## config.mk

```make
export PLATFORM = sky130hd
export DESIGN_NAME = lane_sweep_cal
export DESIGN_NICKNAME = d
export VERILOG_FILES = /design/src/rtl/lsc_pkg.sv /design/src/rtl/lsc_window_tracker.sv /design/src/rtl/lsc_sequencer.sv /design/src/rtl/lane_sweep_cal.sv
export SDC_FILE = /design/constraint.sdc
export NUM_CORES = 1
export LEC_CHECK = 0
export BUFFER_PORTS_ARGS = -buffer_cell sky130_fd_sc_hd__buf_4
export CAP_MARGIN = 40
export CORE_MARGIN = 1
export CORE_UTILIZATION = 50
export CTS_CLUSTER_SIZE = 8
export DETAILED_ROUTE_END_ITERATION = 8
export GPL_ROUTABILITY_DRIVEN = 0
export PLACE_DENSITY = 0.85
export SLEW_MARGIN = 30
export SYNTH_ARGS = -nofsm -noshare
export SYNTH_HDL_FRONTEND = slang
export SYNTH_HIERARCHICAL = 1
export SYNTH_SLANG_ARGS = --single-unit
```

## constraint.sdc

```tcl
create_clock -name clk -period 15.55 [get_ports clk]
set_clock_uncertainty 0.2 [all_clocks]
set_input_delay 3.8875 -clock clk [delete_from_list [all_inputs] [get_ports clk]]
set_output_delay 3.8875 -clock clk [all_outputs]
set_load 0.1 [all_outputs]
```

## src/rtl/lsc_pkg.sv

```systemverilog
package lsc_pkg;
  typedef enum logic [2:0] {
    ST_IDLE,
    ST_WR,
    ST_RD,
    ST_WAIT,
    ST_EVAL,
    ST_FINAL,
    ST_DONE
  } cal_state_e;
endpackage

```

## src/rtl/lsc_window_tracker.sv

```systemverilog
module lsc_window_tracker #(
  parameter int TAPS  = 32,
  localparam int TAP_W = $clog2(TAPS),
  localparam int LEN_W = TAP_W + 1
) (
  input  logic             clk,
  input  logic             rst_n,
  input  logic             clear,
  input  logic             upd,
  input  logic             pass,
  input  logic [TAP_W-1:0] tap,
  output logic [TAP_W-1:0] best_start,
  output logic [LEN_W-1:0] best_len
);
  logic [TAP_W-1:0] cur_start_q, cur_start_d;
  logic [LEN_W-1:0] cur_len_q, cur_len_d;
  logic [TAP_W-1:0] best_start_q, best_start_d;
  logic [LEN_W-1:0] best_len_q, best_len_d;
  logic [LEN_W-1:0] run_len;
  logic [TAP_W-1:0] run_start;

  always_comb begin
    run_len      = cur_len_q + LEN_W'(1);
    run_start    = (cur_len_q == '0) ? tap : cur_start_q;
    cur_start_d  = cur_start_q;
    cur_len_d    = cur_len_q;
    best_start_d = best_start_q;
    best_len_d   = best_len_q;
    if (clear) begin
      cur_start_d  = '0;
      cur_len_d    = '0;
      best_start_d = '0;
      best_len_d   = '0;
    end else if (upd) begin
      if (pass) begin
        cur_start_d = run_start;
        cur_len_d   = run_len;
        if (run_len > best_len_q) begin
          best_start_d = run_start;
          best_len_d   = run_len;
        end
      end else begin
        cur_len_d = '0;
      end
    end
  end

  always_ff @(posedge clk or negedge rst_n) begin
    if (!rst_n) begin
      cur_start_q  <= '0;
      cur_len_q    <= '0;
      best_start_q <= '0;
      best_len_q   <= '0;
    end else if (clear || upd) begin
      cur_start_q  <= cur_start_d;
      cur_len_q    <= cur_len_d;
      best_start_q <= best_start_d;
      best_len_q   <= best_len_d;
    end
  end

  assign best_start = best_start_q;
  assign best_len   = best_len_q;

  AST_BEST_IN_RANGE: assert property (@(posedge clk) disable iff (!rst_n)
    (LEN_W'(best_start_q) + best_len_q) <= LEN_W'(TAPS));
  AST_BEST_NEVER_SHRINKS: assert property (@(posedge clk) disable iff (!rst_n)
    (upd && !clear) |=> (best_len_q >= $past(best_len_q)));
endmodule

```

## src/rtl/lsc_sequencer.sv

```systemverilog
module lsc_sequencer
  import lsc_pkg::*;
#(
  parameter int LANES  = 4,
  parameter int TAPS   = 32,
  parameter int PHASES = 3,
  localparam int TAP_W = $clog2(TAPS),
  localparam int PH_W  = (PHASES > 1) ? $clog2(PHASES) : 1
) (
  input  logic             clk,
  input  logic             rst_n,
  input  logic             start,
  input  logic             rd_valid,
  input  logic [LANES-1:0] lane_match,
  output logic             busy,
  output logic             launch,
  output logic             wr_en,
  output logic             rd_en,
  output logic             pat_sel,
  output logic [TAP_W-1:0] tap,
  output logic [PH_W-1:0]  phase,
  output logic             upd,
  output logic [LANES-1:0] pass_vec,
  output logic             finalize,
  output logic             done
);
  localparam logic [TAP_W-1:0] TAP_LAST = TAP_W'(TAPS - 1);
  localparam logic [PH_W-1:0]  PH_LAST  = PH_W'(PHASES - 1);

  cal_state_e       state_q, state_d;
  logic [PH_W-1:0]  phase_q, phase_d;
  logic [TAP_W-1:0] tap_q, tap_d;
  logic             pat_q, pat_d;
  logic [LANES-1:0] acc_q, acc_d;

  always_comb begin
    state_d = state_q;
    phase_d = phase_q;
    tap_d   = tap_q;
    pat_d   = pat_q;
    acc_d   = acc_q;
    launch  = 1'b0;
    unique case (state_q)
      ST_IDLE, ST_DONE: begin
        if (start) begin
          launch  = 1'b1;
          state_d = ST_WR;
          phase_d = '0;
          tap_d   = '0;
          pat_d   = 1'b0;
          acc_d   = '1;
        end
      end
      ST_WR: state_d = ST_RD;
      ST_RD: state_d = ST_WAIT;
      ST_WAIT: begin
        if (rd_valid) begin
          acc_d = acc_q & lane_match;
          if (!pat_q) begin
            pat_d   = 1'b1;
            state_d = ST_WR;
          end else begin
            state_d = ST_EVAL;
          end
        end
      end
      ST_EVAL: begin
        pat_d = 1'b0;
        acc_d = '1;
        if (tap_q == TAP_LAST) begin
          state_d = ST_FINAL;
        end else begin
          tap_d   = tap_q + TAP_W'(1);
          state_d = ST_WR;
        end
      end
      ST_FINAL: begin
        tap_d = '0;
        if (phase_q == PH_LAST) begin
          state_d = ST_DONE;
        end else begin
          phase_d = phase_q + PH_W'(1);
          state_d = ST_WR;
        end
      end
      default: state_d = ST_IDLE;
    endcase
  end

  always_ff @(posedge clk or negedge rst_n) begin
    if (!rst_n) begin
      state_q <= ST_IDLE;
      phase_q <= '0;
      tap_q   <= '0;
      pat_q   <= 1'b0;
      acc_q   <= '1;
    end else begin
      state_q <= state_d;
      phase_q <= phase_d;
      tap_q   <= tap_d;
      pat_q   <= pat_d;
      acc_q   <= acc_d;
    end
  end

  assign busy     = (state_q != ST_IDLE) && (state_q != ST_DONE);
  assign wr_en    = (state_q == ST_WR);
  assign rd_en    = (state_q == ST_RD);
  assign upd      = (state_q == ST_EVAL);
  assign finalize = (state_q == ST_FINAL);
  assign done     = (state_q == ST_DONE);
  assign pat_sel  = pat_q;
  assign tap      = tap_q;
  assign phase    = phase_q;
  assign pass_vec = acc_q;

  AST_WR_RD_EXCLUSIVE: assert property (@(posedge clk) disable iff (!rst_n)
    !(wr_en && rd_en));
  AST_READ_FOLLOWS_WRITE: assert property (@(posedge clk) disable iff (!rst_n)
    rd_en |-> $past(wr_en));
  AST_START_IGNORED_BUSY: assert property (@(posedge clk) disable iff (!rst_n)
    (busy && start && !finalize) |=> (phase == $past(phase)));
endmodule

```

## src/rtl/lane_sweep_cal.sv

```systemverilog
module lane_sweep_cal #(
  parameter int          LANES    = 4,
  parameter int          LANE_W   = 8,
  parameter int          TAPS     = 32,
  parameter int          PHASES   = 3,
  parameter logic [7:0]  PAT_BYTE = 8'h55,
  localparam int TAP_W = $clog2(TAPS),
  localparam int LEN_W = TAP_W + 1,
  localparam int PH_W  = (PHASES > 1) ? $clog2(PHASES) : 1,
  localparam int SLOTS = PHASES * LANES,
  localparam int DW    = LANES * LANE_W
) (
  input  logic                   clk,
  input  logic                   rst_n,
  input  logic                   start,
  input  logic [LEN_W-1:0]       min_width,
  output logic                   done,
  output logic                   fail,
  output logic [PH_W-1:0]        cal_phase,
  output logic [SLOTS*TAP_W-1:0] tap_sel,
  output logic                   mem_wr_en,
  output logic [DW-1:0]          mem_wr_data,
  output logic                   mem_rd_en,
  input  logic                   mem_rd_valid,
  input  logic [DW-1:0]          mem_rd_data,
  output logic [SLOTS*TAP_W-1:0] res_left,
  output logic [SLOTS*TAP_W-1:0] res_right,
  output logic [SLOTS*TAP_W-1:0] res_centre,
  output logic [SLOTS-1:0]       lane_fail
);
  localparam logic [LANE_W-1:0] PAT_A = LANE_W'(PAT_BYTE);

  // reset: asserted asynchronously, released on a clock edge
  logic rst_s1, rst_int;
  always_ff @(posedge clk or negedge rst_n) begin
    if (!rst_n) begin
      rst_s1  <= 1'b0;
      rst_int <= 1'b0;
    end else begin
      rst_s1  <= 1'b1;
      rst_int <= rst_s1;
    end
  end

  logic             busy, launch, pat_sel, upd, finalize, seq_done;
  logic [TAP_W-1:0] sweep_tap;
  logic [PH_W-1:0]  phase;
  logic [LANES-1:0] lane_match, pass_vec;
  logic             trk_clear;
  logic [LANE_W-1:0] lane_pat;

  assign trk_clear = launch | finalize;
  assign lane_pat  = pat_sel ? ~PAT_A : PAT_A;

  lsc_sequencer #(.LANES(LANES), .TAPS(TAPS), .PHASES(PHASES)) u_seq (
    .clk(clk), .rst_n(rst_int), .start(start), .rd_valid(mem_rd_valid),
    .lane_match(lane_match), .busy(busy), .launch(launch), .wr_en(mem_wr_en),
    .rd_en(mem_rd_en), .pat_sel(pat_sel), .tap(sweep_tap), .phase(phase),
    .upd(upd), .pass_vec(pass_vec), .finalize(finalize), .done(seq_done)
  );

  logic [TAP_W-1:0] win_left   [LANES];
  logic [TAP_W-1:0] win_right  [LANES];
  logic [TAP_W-1:0] win_centre [LANES];
  logic [LANES-1:0] win_bad;

  for (genvar l = 0; l < LANES; l++) begin : g_lane
    logic [TAP_W-1:0] bstart;
    logic [LEN_W-1:0] blen, right_ext, sum_ext;

    assign mem_wr_data[l*LANE_W +: LANE_W] = lane_pat;
    assign lane_match[l] = (mem_rd_data[l*LANE_W +: LANE_W] == lane_pat);

    lsc_window_tracker #(.TAPS(TAPS)) u_trk (
      .clk(clk), .rst_n(rst_int), .clear(trk_clear), .upd(upd),
      .pass(pass_vec[l]), .tap(sweep_tap), .best_start(bstart), .best_len(blen)
    );

    always_comb begin
      right_ext     = LEN_W'(bstart) + blen - LEN_W'(1);
      sum_ext       = LEN_W'(bstart) + LEN_W'(right_ext[TAP_W-1:0]);
      win_bad[l]    = (blen == '0) || (blen < min_width);
      win_left[l]   = win_bad[l] ? '0 : bstart;
      win_right[l]  = win_bad[l] ? '0 : right_ext[TAP_W-1:0];
      win_centre[l] = win_bad[l] ? '0 : sum_ext[LEN_W-1:1];
    end
  end

  logic [TAP_W-1:0] left_q   [SLOTS];
  logic [TAP_W-1:0] right_q  [SLOTS];
  logic [TAP_W-1:0] centre_q [SLOTS];
  logic [SLOTS-1:0] lfail_q;
  logic             fail_q, fail_d;

  always_comb begin
    fail_d = fail_q;
    if (launch)        fail_d = 1'b0;
    else if (finalize) fail_d = fail_q | (|win_bad);
  end

  always_ff @(posedge clk or negedge rst_int) begin
    if (!rst_int) begin
      fail_q <= 1'b0;
    end else if (launch || finalize) begin
      fail_q <= fail_d;
    end
  end

  for (genvar p = 0; p < PHASES; p++) begin : g_ph
    logic wr_slot;
    assign wr_slot = finalize && (phase == PH_W'(p));
    for (genvar l = 0; l < LANES; l++) begin : g_sl
      localparam int S = p * LANES + l;
      always_ff @(posedge clk or negedge rst_int) begin
        if (!rst_int) begin
          left_q[S]   <= '0;
          right_q[S]  <= '0;
          centre_q[S] <= '0;
          lfail_q[S]  <= 1'b0;
        end else if (wr_slot) begin
          left_q[S]   <= win_left[l];
          right_q[S]  <= win_right[l];
          centre_q[S] <= win_centre[l];
          lfail_q[S]  <= win_bad[l];
        end
      end
      assign tap_sel[S*TAP_W +: TAP_W]    = (busy && phase == PH_W'(p)) ? sweep_tap : centre_q[S];
      assign res_left[S*TAP_W +: TAP_W]   = left_q[S];
      assign res_right[S*TAP_W +: TAP_W]  = right_q[S];
      assign res_centre[S*TAP_W +: TAP_W] = centre_q[S];

      AST_CENTRE_INSIDE: assert property (@(posedge clk) disable iff (!rst_int)
        !lfail_q[S] |-> (left_q[S] <= centre_q[S] && centre_q[S] <= right_q[S]));
      AST_IDLE_PHASE_HOLDS: assert property (@(posedge clk) disable iff (!rst_int)
        (busy && $past(busy) && phase != PH_W'(p) && $past(phase) != PH_W'(p))
          |-> $stable(tap_sel[S*TAP_W +: TAP_W]));
    end
  end

  assign lane_fail = lfail_q;
  assign fail      = fail_q;
  assign done      = seq_done;
  assign cal_phase = phase;

  AST_FAIL_MATCHES_LANES: assert property (@(posedge clk) disable iff (!rst_int)
    done |-> (fail == (|lane_fail)));
  AST_DONE_HOLDS: assert property (@(posedge clk) disable iff (!rst_int)
    (done && !start) |=> done);
endmodule

```

Yosys cells after proc, flatten, opt, wreduce, memory -nomap -nowiden
Index checks and enable logic that the tools add are counted.

Add/sub/neg operators: 18. Magnitude comparators: 8. Equality and inequality tests: 18. Multiplexer cells: 107. Bitwise logic cells: 3. Reductions and logical operators: 53.

Operators with widths (number): two-way mux 5 bit (58); two-way mux 6 bit (28); logical NOT 6 bit (8); equality test 8 bit (4); adder 5 x 5 -> 6 bit (4); adder 6 x 1 -> 6 bit, second input constant (4); > comparator 6 bit (4); less-than comparator 6 bit (4); nonzero test 2 bit (11); AND reduction 3 bit (7); adder 5 bit (4); subtractor 5 x 1 -> 5 bit, second input constant (4); case mux 3 bit (6 select lines) (1); AND reduction 4 bit (4); two-way mux 3 bit (5); case mux 5 bit (3 select lines) (1); case mux 4 bit (3 select lines) (1); equality test 3 bit, second input constant (3); nonzero test 3 bit (3); two-way mux 4 bit (2); two-way mux 8 bit (1); inequality test 2 bit, second input constant (4); logical AND 1 bit (7); equality test 3 x 2 -> 1 bit, second input constant (2); 19 further kinds (33).

Register bits: 298. Input port bits: 42. Output and inout port bits: 290. Logic and storage cells: 279.

Longest topological paths before layout
Gate-level depths: netlist of run 1.

Word-level depth: 6. Depth in mapped cells: 12. Mapped depth without buffers: 12.

Modules after synthesis
Netlist of run 1, hierarchy kept.

Modules (own cells, without submodules): lane_sweep_cal (times used 1, cells each 1140, area each 10208.5 um2, seq. area each 4879.7 um2); lsc_window_tracker at g_lane[0].u_trk ... (times used 3, cells each 135, area each 1385.1 um2, seq. area each 550.5 um2); lsc_window_tracker at g_lane[1].u_trk (times used 1, cells each 135, area each 1392.6 um2, seq. area each 550.5 um2); lsc_sequencer (times used 1, cells each 100, area each 1003.5 um2, seq. area each 380.4 um2).

Worst setup path before layout of run 1
Ideal clock, no wire load.

Path kind: reg2out. Start point: register u_seq.state_q[0]. End point: output port mem_rd_en. Data arrival time: 2.715 ns. Required time: 11.463 ns. Path slack: 8.748 ns. Stages on the path, launching flop included: 4. Path buffers: 2. Path through: dfrtp_1 -> buf_4 -> buf_2 -> nor3_1.

Word-level cells in the longest chain between the ends: 1.

Ends and longest elaborated chain: from (decl) (RTL line lsc_sequencer.sv:30) `cal_state_e state_q, state_d;`; from (signal assigned) (RTL line lsc_sequencer.sv:98) `state_q <= state_d;`; equality test 3 x 2 -> 1 bit (RTL line lsc_sequencer.sv:108) `assign rd_en = (state_q == ST_RD);`; to (decl) (RTL line lane_sweep_cal.sv:23) `output logic mem_rd_en,`.

Every way passes these cells.

Worst setup path in the final report of run 1
Start point: register u_seq.state_q[2]. End point: output port tap_sel[4].

Word-level cells in the longest chain between the ends: 4. Elaborated cells on any way between the ends: 5. Classes of those cells: eq/ne: 1; mux: 1; reduce/logical: 3.

Ends and longest elaborated chain: inequality test 3 bit / nonzero test 3 bit (equally long branches) (RTL line lsc_sequencer.sv:106) `assign busy = (state_q != ST_IDLE) && (state_q != ST_DONE);`; logical AND 1 bit * (RTL line lsc_sequencer.sv:106); net busy (RTL line lane_sweep_cal.sv:45) `logic busy, launch, pat_sel, upd, finalize, seq_done;`; logical AND 1 bit * (RTL line lane_sweep_cal.sv:127) `assign tap_sel[S*TAP_W +: TAP_W] = (busy && phase == PH_W'(p)) ? sweep_tap : centre_q[S];`; two-way mux 5 bit * (RTL line lane_sweep_cal.sv:127); to (decl) (RTL line lane_sweep_cal.sv:20) `output logic [SLOTS*TAP_W-1:0] tap_sel,`.

Mark *: on every way through the listed nets, which the timed path passes. The rest lies on a longest branch.

==> results of run 1 <==
==> cell usage after synthesis, drive strengths merged, types with 22 or more instances <==
library cell and n:
nor2 39, nand2 358, ha 104, inv 117, clkbuf 49, a21o 36, o21bai 24, o21ai 221
dfrtp 294, buf 69, a21oi 53, mux2i 51, nand2b 53, nand3 36, and3 22, xnor2 28
==> metal layers <==
metal	global-route usage, %	wire (µm)	up-vias
met5	0	0	-
met4	15.47	2717	0
li1	-	-	6589
met3	5.682	3548	135
met2	47.13	22850	602
met1	32.97	18650	6878
==> cell type report <==
class / instances / area (µm²)
tap: 442 / 553.0
sequential: 298 / 7466
clock buffer: 57 / 1150
inverter: 117 / 441.7
timing repair buffer: 350 / 2725
multi-input combinational: 1247 / 8167
fill: 2573 / 12250
clock inverter: 3 / 32.53
==> cell usage in the layout (no fill, tap or decap), types with 9 or more instances in the layout <==
cell type / count
sky130_fd_sc_hd__a211oi_2: 12
sky130_fd_sc_hd__a21boi_0: 20
sky130_fd_sc_hd__a21o_1: 36
sky130_fd_sc_hd__a21oi_1: 53
sky130_fd_sc_hd__a311oi_1: 12
sky130_fd_sc_hd__and3_1: 22
sky130_fd_sc_hd__buf_4: 342
sky130_fd_sc_hd__clkbuf_1: 13
sky130_fd_sc_hd__clkbuf_16: 44
sky130_fd_sc_hd__dfrtp_1: 293
sky130_fd_sc_hd__ha_1: 104
sky130_fd_sc_hd__inv_1: 116
sky130_fd_sc_hd__mux2i_1: 51
sky130_fd_sc_hd__nand2_1: 340
sky130_fd_sc_hd__nand2_2: 17
sky130_fd_sc_hd__nand2b_1: 53
sky130_fd_sc_hd__nand3_1: 32
sky130_fd_sc_hd__nand3b_1: 18
sky130_fd_sc_hd__nor2_1: 39
sky130_fd_sc_hd__nor2b_1: 15
sky130_fd_sc_hd__nor3_1: 11
sky130_fd_sc_hd__nor4bb_1: 9
sky130_fd_sc_hd__o21ai_0: 107
sky130_fd_sc_hd__o21ai_1: 110
sky130_fd_sc_hd__o21bai_1: 24
sky130_fd_sc_hd__xnor2_1: 28
sky130_fd_sc_hd__xor2_1: 12
==> kinds of logic after synthesis <==
group / synth area share, %
and+or+nand+nor: 18.15
AOI/OAI and AO/OA: 15.95
DFF: 44.52
buffers and inverters: 6.898
adders and majority gates: 8.787
muxes: 3.583
xor gates and xnor gates: 2.090
other: 0.02237
==> stage by stage <==
stage / cells / total power [µW] / hold WS (ns) / utilization (%)
3_5_place_dp: 2451 / 3459 / 0.02822 / 58.92
6_report: 2514 / 4293 / 0.01886 / 62.64
2_1_floorplan: 1780 / 3029 / 0.1312 / -
3_3_place_gp: 2446 / 3413 / 0.1339 / 58.51
5_1_grt: 2514 / 4446 / 0.04501 / 62.64
4_1_cts: 2511 / 4302 / 0.02894 / 62.53
==> worst max-delay path by stage <==
stage               cells after the start          to        startpoint  slack (ns)
finish                                  6  tap_sel[4]  u_seq/state_q[2]        8.06
global route                            6  tap_sel[4]  u_seq/state_q[2]        7.90
CTS                                     6  tap_sel[4]  u_seq/state_q[2]        8.15
detailed placement                      6  tap_sel[4]  u_seq/state_q[2]        8.72
global placement                        6  tap_sel[4]  u_seq/state_q[2]        8.89
floorplan                               0        fail           rst_int        6.44
==> power by group through the flow <==
stage / clock network [µW] / logic (µW) / registers (µW)
final: 835 / 2450 / 1010
after global routing: 880 / 2540 / 1020
after CTS: 846 / 2450 / 1010
after detailed placement: 0 / 2440 / 1020
after global placement: 0 / 2400 / 1010
after floorplan: 0 / 1370 / 1660
==> registers in the layout (all words and copies together), names as in the netlist, 2 cells and up <==
| register | flops |
|---|---|
| g_lane.u_trk/best_start | 20 |
| u_seq/phase | 2 |
| res_right | 60 |
| u_seq/tap | 5 |
| u_seq/pass_vec | 4 |
| g_lane.u_trk/cur_start_q | 20 |
| res_left | 60 |
| lane_fail | 12 |
| g_lane.u_trk/cur_len_q | 24 |
| u_seq/state_q | 3 |
| res_centre | 60 |
| g_lane.u_trk/best_len | 24 |
==> worst reg2reg max path: stages, from the launching register on <==
cell,delay (ns)
sky130_fd_sc_hd__dfrtp_1,0.42
sky130_fd_sc_hd__inv_1,0.11
sky130_fd_sc_hd__ha_1,0.29
sky130_fd_sc_hd__inv_1,0.04
sky130_fd_sc_hd__ha_1,0.21
sky130_fd_sc_hd__fa_1,0.48
sky130_fd_sc_hd__ha_1,0.34
sky130_fd_sc_hd__a21oi_1,0.24
sky130_fd_sc_hd__nor2b_1,0.08
sky130_fd_sc_hd__o21a_1,0.17
sky130_fd_sc_hd__o21ai_0,0.54
sky130_fd_sc_hd__o21ai_0,0.18
==> results.md, run 1 <==
Worst setup path:
- The library cell contributing the largest single delay on the critical path is sky130_fd_sc_hd__dfrtp_1.
- The largest incremental delay on the critical path is 0.65 ns.
- The sort of element at the end of the critical path is an output port.
- The data arrival time at the worst-slack endpoint is 3.40 ns.
- Together, buffers and inverters on the worst path number 1.
- The family with the most delay on the worst path is simple AND/OR/NAND/NOR gates.
- Measured in cells, the most critical reg-to-reg path has a length of 11.
- The signal on the critical path passes through nor2b_4 > or3_1 > nor3b_1 > and2_1 > a21o_1 > buf_4.
- Setup slack on the worst reg-to-reg path comes out at 12.10 ns.
- The data required time of the worst path is 11.46 ns.
- The startpoint of the worst register-to-register path is g_lane[2].u_trk/best_start[1].
- The element type at the critical path start is a flop.
- The path type of the worst setup path is reg2out.
- The largest fanout on the critical path is 17.
- The terminus of the critical flop-to-flop path is res_centre[54].

STA:
- The final number of hold-violating endpoints is 0.
- The worst path uses 48.16% of the clock period.
- The number of setup violations in the final report is 0.
- Setup repair after global routing left no endpoint under its margin.
- The time the worst path needs with I/O delays and setup is 7.489 ns.
- Measured against its own limit, the worst slew margin works out to 45.92%.
- Derived from the worst setup path, the maximum achievable clock frequency is 0.1335 GHz.
- The count of final max-slew check failures is 0.
- Across all setup checks in the final design, the least slack found is 8.061 ns.
- The transition time at the pin with the least slew margin is 0.8044 ns.
- In the final timing run, aggregate negative setup slack is 0 ns.

Clock network:
- The H-tree generated during clock tree synthesis spans 2 levels.
- The number of clock buffers added by TritonCTS is 43.
- The clock latency of the later-clocked register in the worst-skew pair is 0.54 ns.
- TritonCTS built the clock tree.
- The number of buffers added for setup after CTS is 0.
- Clock-pin slew was measured on the worst setup and hold paths at 0.05 ns.
- In this run the clock root is driven by a sky130_fd_sc_hd__clkbuf_16.
- Post-CTS repair changed the size of 0 cells.
- The clock tree buffer depth is 3.
- The clock sink count is 298.
- In this run, post-CTS hold repair placed 0 buffers.

Placement:
- Once placement finished, the instance area stood at 0.01932 mm².
- Input and output buffers added on the ports amount to 331.
- OpenSTA, run right after detailed placement, puts the worst setup slack at 8.722 ns.
- After legalization and detailed placement, the total HPWL measured 35.26 mm.

Floorplanning:
- The number of standard-cell rows in the floorplan is 66.
- For this configuration, the core starts out at a cell density of 51.12%.
- The die area is 0.03426 mm².
- The floorplan step set the die width to 185.1 µm.
- The placeable core region is 0.03278 mm².
- The die is 185.1 µm tall.
- The number of I/O pins is 332.

Pwr:
- The sequential fraction of design power is 23.5%.
- The switching share of power is 55.51%.
- The power density over cell area is 209.1 mW/mm².
- The combinational fraction of design power is 57.0%.
- The clock network fraction of total power is 19.4%.
- The leakage power is 0.01038 µW.
- The switching component of the power is 2383 µW.
- The maximum vdd ir drop is 231.2 µV.
- The internal portion of the total power is 1910 µW.

Layout:
- In the final design database the tool counted 2211 nets.
- The final design area excluding fillers is 0.02053 mm².
- The layout cell share with drive strength beyond 1 is 23.07%.
- The number of antenna diodes in the final layout is 0.
- Compared with the post-synthesis result, the final layout area differs by 22.52%.

Synth:
- The synthesized area divided by synthesized cell count is 9.416 µm².
- sky130_fd_sc_hd__dfrtp_1 takes more of the synthesized area than any other cell.
- The mapped netlist covers 0.01676 mm².
- The yosys synthesis warning count is 6.
- The synthesized design contains 298 register bits.
- The sequential-to-total area share from yosys stat is 44.52%.
- After synthesis, the cell types taking the most area are sky130_fd_sc_hd__dfrtp_1 (44%), sky130_fd_sc_hd__ha_1 (7.8%), sky130_fd_sc_hd__nand2_1 (7.6%).
- The share of synthesized registers carrying an async set or reset is 100.0%.
- The distinct cell type count of the synthesized netlist is 74.
- The cell count after synthesis came out at 1780.
- The number of enable-type register cells in the synthesized netlist is 0.
- The commonest register cell after synthesis is sky130_fd_sc_hd__dfrtp_1.
- The net count of the mapped netlist is 1934.
- The share of synthesized area in the top cell type comes to 43.90%.

GRT:
- Entering global routing, the biggest net connects 87 pins.
- The all-layer global routing usage is 27.81%.
- The first global-routing pass estimated 74.31 mm of wire.
- The via count of the first global-routing pass is 13960.
- The sum of overflow across all layers after global routing is 0.
- The number of antenna violations at the first check in global routing is 0.

Route:
- The detailed-router iteration count before antenna repair is 5.
- For this block, the initial DRC count from the detailed router was 904.
- In the final routed layout, each cell accounts on average for 19.00 µm.
- Wires add up to 47.77 mm.
- The detail route stage leaves a number of antenna-violating nets equal to 0.
- Dividing the detail-routed via count by the number of cells gives 5.650.
- For this run, design rule violations remaining after detail routing come to 0.
- The routed via count is 14200.

Flow run:
- The count of maximum capacitance violations is 0.

Run status:
- The run finished with clean final reports.

Min path:
- The path class of the tightest hold or removal check is reg2async.
Note: power is estimated with default switching activity, not from simulation.
==> run 2: changes to the inputs <==
clock period = 7.2 ns   (was 15.55 ns; I/O delays follow)
==> run 2 against run 1 <==
Against the previous run: critical path type unchanged; sequential cell count is the same; hold slack better by 0.0052 ns; final area down 0.34%; die area unchanged; non-clock buffer count down 4; critical path depth unchanged; combinational power grew 120%; utilization down 0.21 points; wire length up 0.67%; count of clock-buffer cells in the layout shrank 1; clock power rose by 120%; via count hardly changed; highest routed layer unchanged.
==> results.md, run 2 (same netlist as run 1, synthesis figures left out) <==
Run status:
- The flow ran to the end, and the final reports show no timing, DRC or antenna violations.

Clock network:
- The number of buffers added by the clock tree synthesis step is 43.
- The number of buffers added for setup after CTS is 0.
- In this run the clock root is driven by a sky130_fd_sc_hd__clkbuf_16.
- The clock sink count is 298.
- In this run the deepest clock path goes through 3 buffers.
- TritonCTS built the clock tree.
- Hold repair after CTS inserted 0 buffers.
- Clock-pin slew was measured on the worst setup and hold paths at 0.05 ns.
- The H-tree was split into 2 levels.
- The clock latency of the later-clocked register in the worst-skew pair is 0.54 ns.
- Gates resized during post-CTS repair numbered 0.

Min path:
- The class of the tightest hold or removal check is reg2async.

Placement:
- The count of input and output buffers is 331.
- Summed over all nets, the half-perimeter wirelength after detailed placement is 35.17 mm.
- After detailed placement, the total cell area comes to 0.01925 mm².

Pwr:
- The power density over cell area is 453.3 mW/mm².
- The maximum vdd ir drop is 550.2 µV.
- The post-route total power is 9277 µW.
- For this design the static power due to leakage is 0.01035 µW.

Layout:
- Summing all flip-flop and latch instances after layout gives 0.007466 mm².
- The top cell types in the final layout, fill and taps aside, are sky130_fd_sc_hd__nand2_1 (340), sky130_fd_sc_hd__buf_4 (339), sky130_fd_sc_hd__dfrtp_1 (293), sky130_fd_sc_hd__inv_1 (116), sky130_fd_sc_hd__o21ai_1 (110).
- The library cell used most frequently in the layout, excluding fill and tap cells, is sky130_fd_sc_hd__nand2_1.
- The multi-input combinational cells in the finished layout cover a total of 0.008167 mm².
- The final design area excluding fillers is 0.02046 mm².
- 0 antenna diodes ended up in the layout.
- The number of fillers in the final layout is 2576.
- The synthesis-to-layout area growth is 22.11%.
- The layout cell share with drive strength beyond 1 is 22.92%.
- The net count of the finished layout is 2207.

Worst setup path:
- The largest fanout on the critical path is 17.
- For the worst setup path, the data arrival time is 3.33 ns.
- The critical path goes through nor2b_4 > or3_1 > nor3b_1 > and2_1 > a21o_1 > buf_4.
- The data required time of the worst path is 5.20 ns.
- The library cell contributing the largest single delay on the critical path is sky130_fd_sc_hd__dfrtp_1.
- The family with the most delay on the worst path is simple AND/OR/NAND/NOR gates.
- The worst setup path is launched from a flop.
- The setup path with the least slack is of type reg2out.
- The count of buffer and inverter cells on the critical path is 1.
- On the worst path, the slowest cell contributes a delay of 0.65 ns.
- The sort of element at the end of the critical path is an output port.

STA:
- The number of setup violations in the final report is 0.
- Measured against its own limit, the worst slew margin works out to 42.83%.
- The count of final max-slew check failures is 0.
- The maximum achievable frequency is 0.1877 GHz.
- For the pin with the worst max-slew slack, the measured transition is 0.8556 ns.
- The post-route setup TNS is 0 ns.
- The share of the clock period used by the worst path is 74.01%.
- Setup repair after global routing left no endpoint under its margin.
- The final number of hold-violating endpoints is 0.
- Subtracting the final worst setup slack from the clock period gives 5.329 ns.

Route:
- The number of DRC violations after detailed routing is 0.
- In the final routed layout, each cell accounts on average for 19.16 µm.
- In the final routing, the length of wire on met1 measures 19.58 mm.
- Routed signal wires occupy layers up through met4.
- The length of routed met3 wiring is 3.170 mm.
- After the first detailed-routing iteration, the DRC count stood at 1113.
- The routed design uses 22.99 mm of met2 wire.
- The number of antenna-violating nets in the routed design is 0.
- For this block, the routed nets add up to 48.09 mm of wire.
- The first TritonRoute pass finished after 5 iterations.
- After detailed routing, the number of vias per cell comes to 5.654.
- Across all layers, the routed design uses 14190 vias.

GRT:
- The first global-routing pass estimated 74.09 mm of wire.
- The via count of the first global-routing pass is 13550.
- In the global route stage, overall resource usage came out at 27.95%.
- The number of antenna violations at the first check in global routing came to 0.
- Global routing finished with a remaining overflow of 0.
- The pin count of the biggest net entering global routing is 150.

Floorplanning:
- For this design the top-level I/O count stands at 332.
- The initial utilization of the core area, before any placement, comes to 51.12%.
- The number of standard-cell rows in the floorplan is 66.
- The die area is 0.03426 mm².
- The placeable core region is 0.03278 mm².
- The width of the die is 185.1 µm.
- The die span in y is 185.1 µm.

Flow run:
- The count of maximum capacitance violations is 0.
-- run 2: path summary, 6_finish.rpt --
kind / end / slack (ns) / startpoint / depth (start not counted)
worst max register to register: g_lane[2].u_trk/best_len[0] / 3.82 / u_seq/state_q[2] / 6
min in group clk: rst_int / 0.15 / rst_s1 / 0
max in group asynchronous: res_left[23] / 5.64 / rst_int / 1
worst min register to register: g_lane[1].u_trk/best_len[0] / 0.02 / rst_int / 0
worst max-delay path: tap_sel[4] / 1.87 / u_seq/state_q[2] / 6
worst min-delay path: g_lane[1].u_trk/best_len[0] / 0.02 / rst_int / 0
-- run 2: per-stage QoR --
stage	std cells	util [%]	worst slack [ns]	hold WS (ns)
final	2510	62.42	1.871	0.02408
after global routing	2510	62.42	1.826	0.04848
after CTS	2507	62.33	1.907	0.03479
after detailed placement	2447	58.72	2.482	0.02852
after global placement	2444	58.50	2.667	0.1352
after floorplan	1780	-	2.125	0.1311
-- run 2: layer usage --
layer,track usage (%),vias up
met5,0,-
met1,35.12,6937
met4,13.85,0
met3,4.286,118
li1,-,6564
met2,46.90,573
-- run 2: area by class of cell --
| class | count | area share, % |
|---|---|---|
| clock inverters | 4 | 0.2812 |
| repair buffers | 346 | 12.97 |
| well taps | 442 | 2.702 |
| clock buffers | 56 | 5.496 |
| inverters | 117 | 2.158 |
| flip-flops and latches | 298 | 36.48 |
| multi-input cells | 1247 | 39.91 |
-- run 2: power by group --
group	internal (µW)	switching, µW	total, µW
logic	1100	4190	5280
registers	1930	251	2180
clock network	1090	725	1810
total	4110	5160	9280
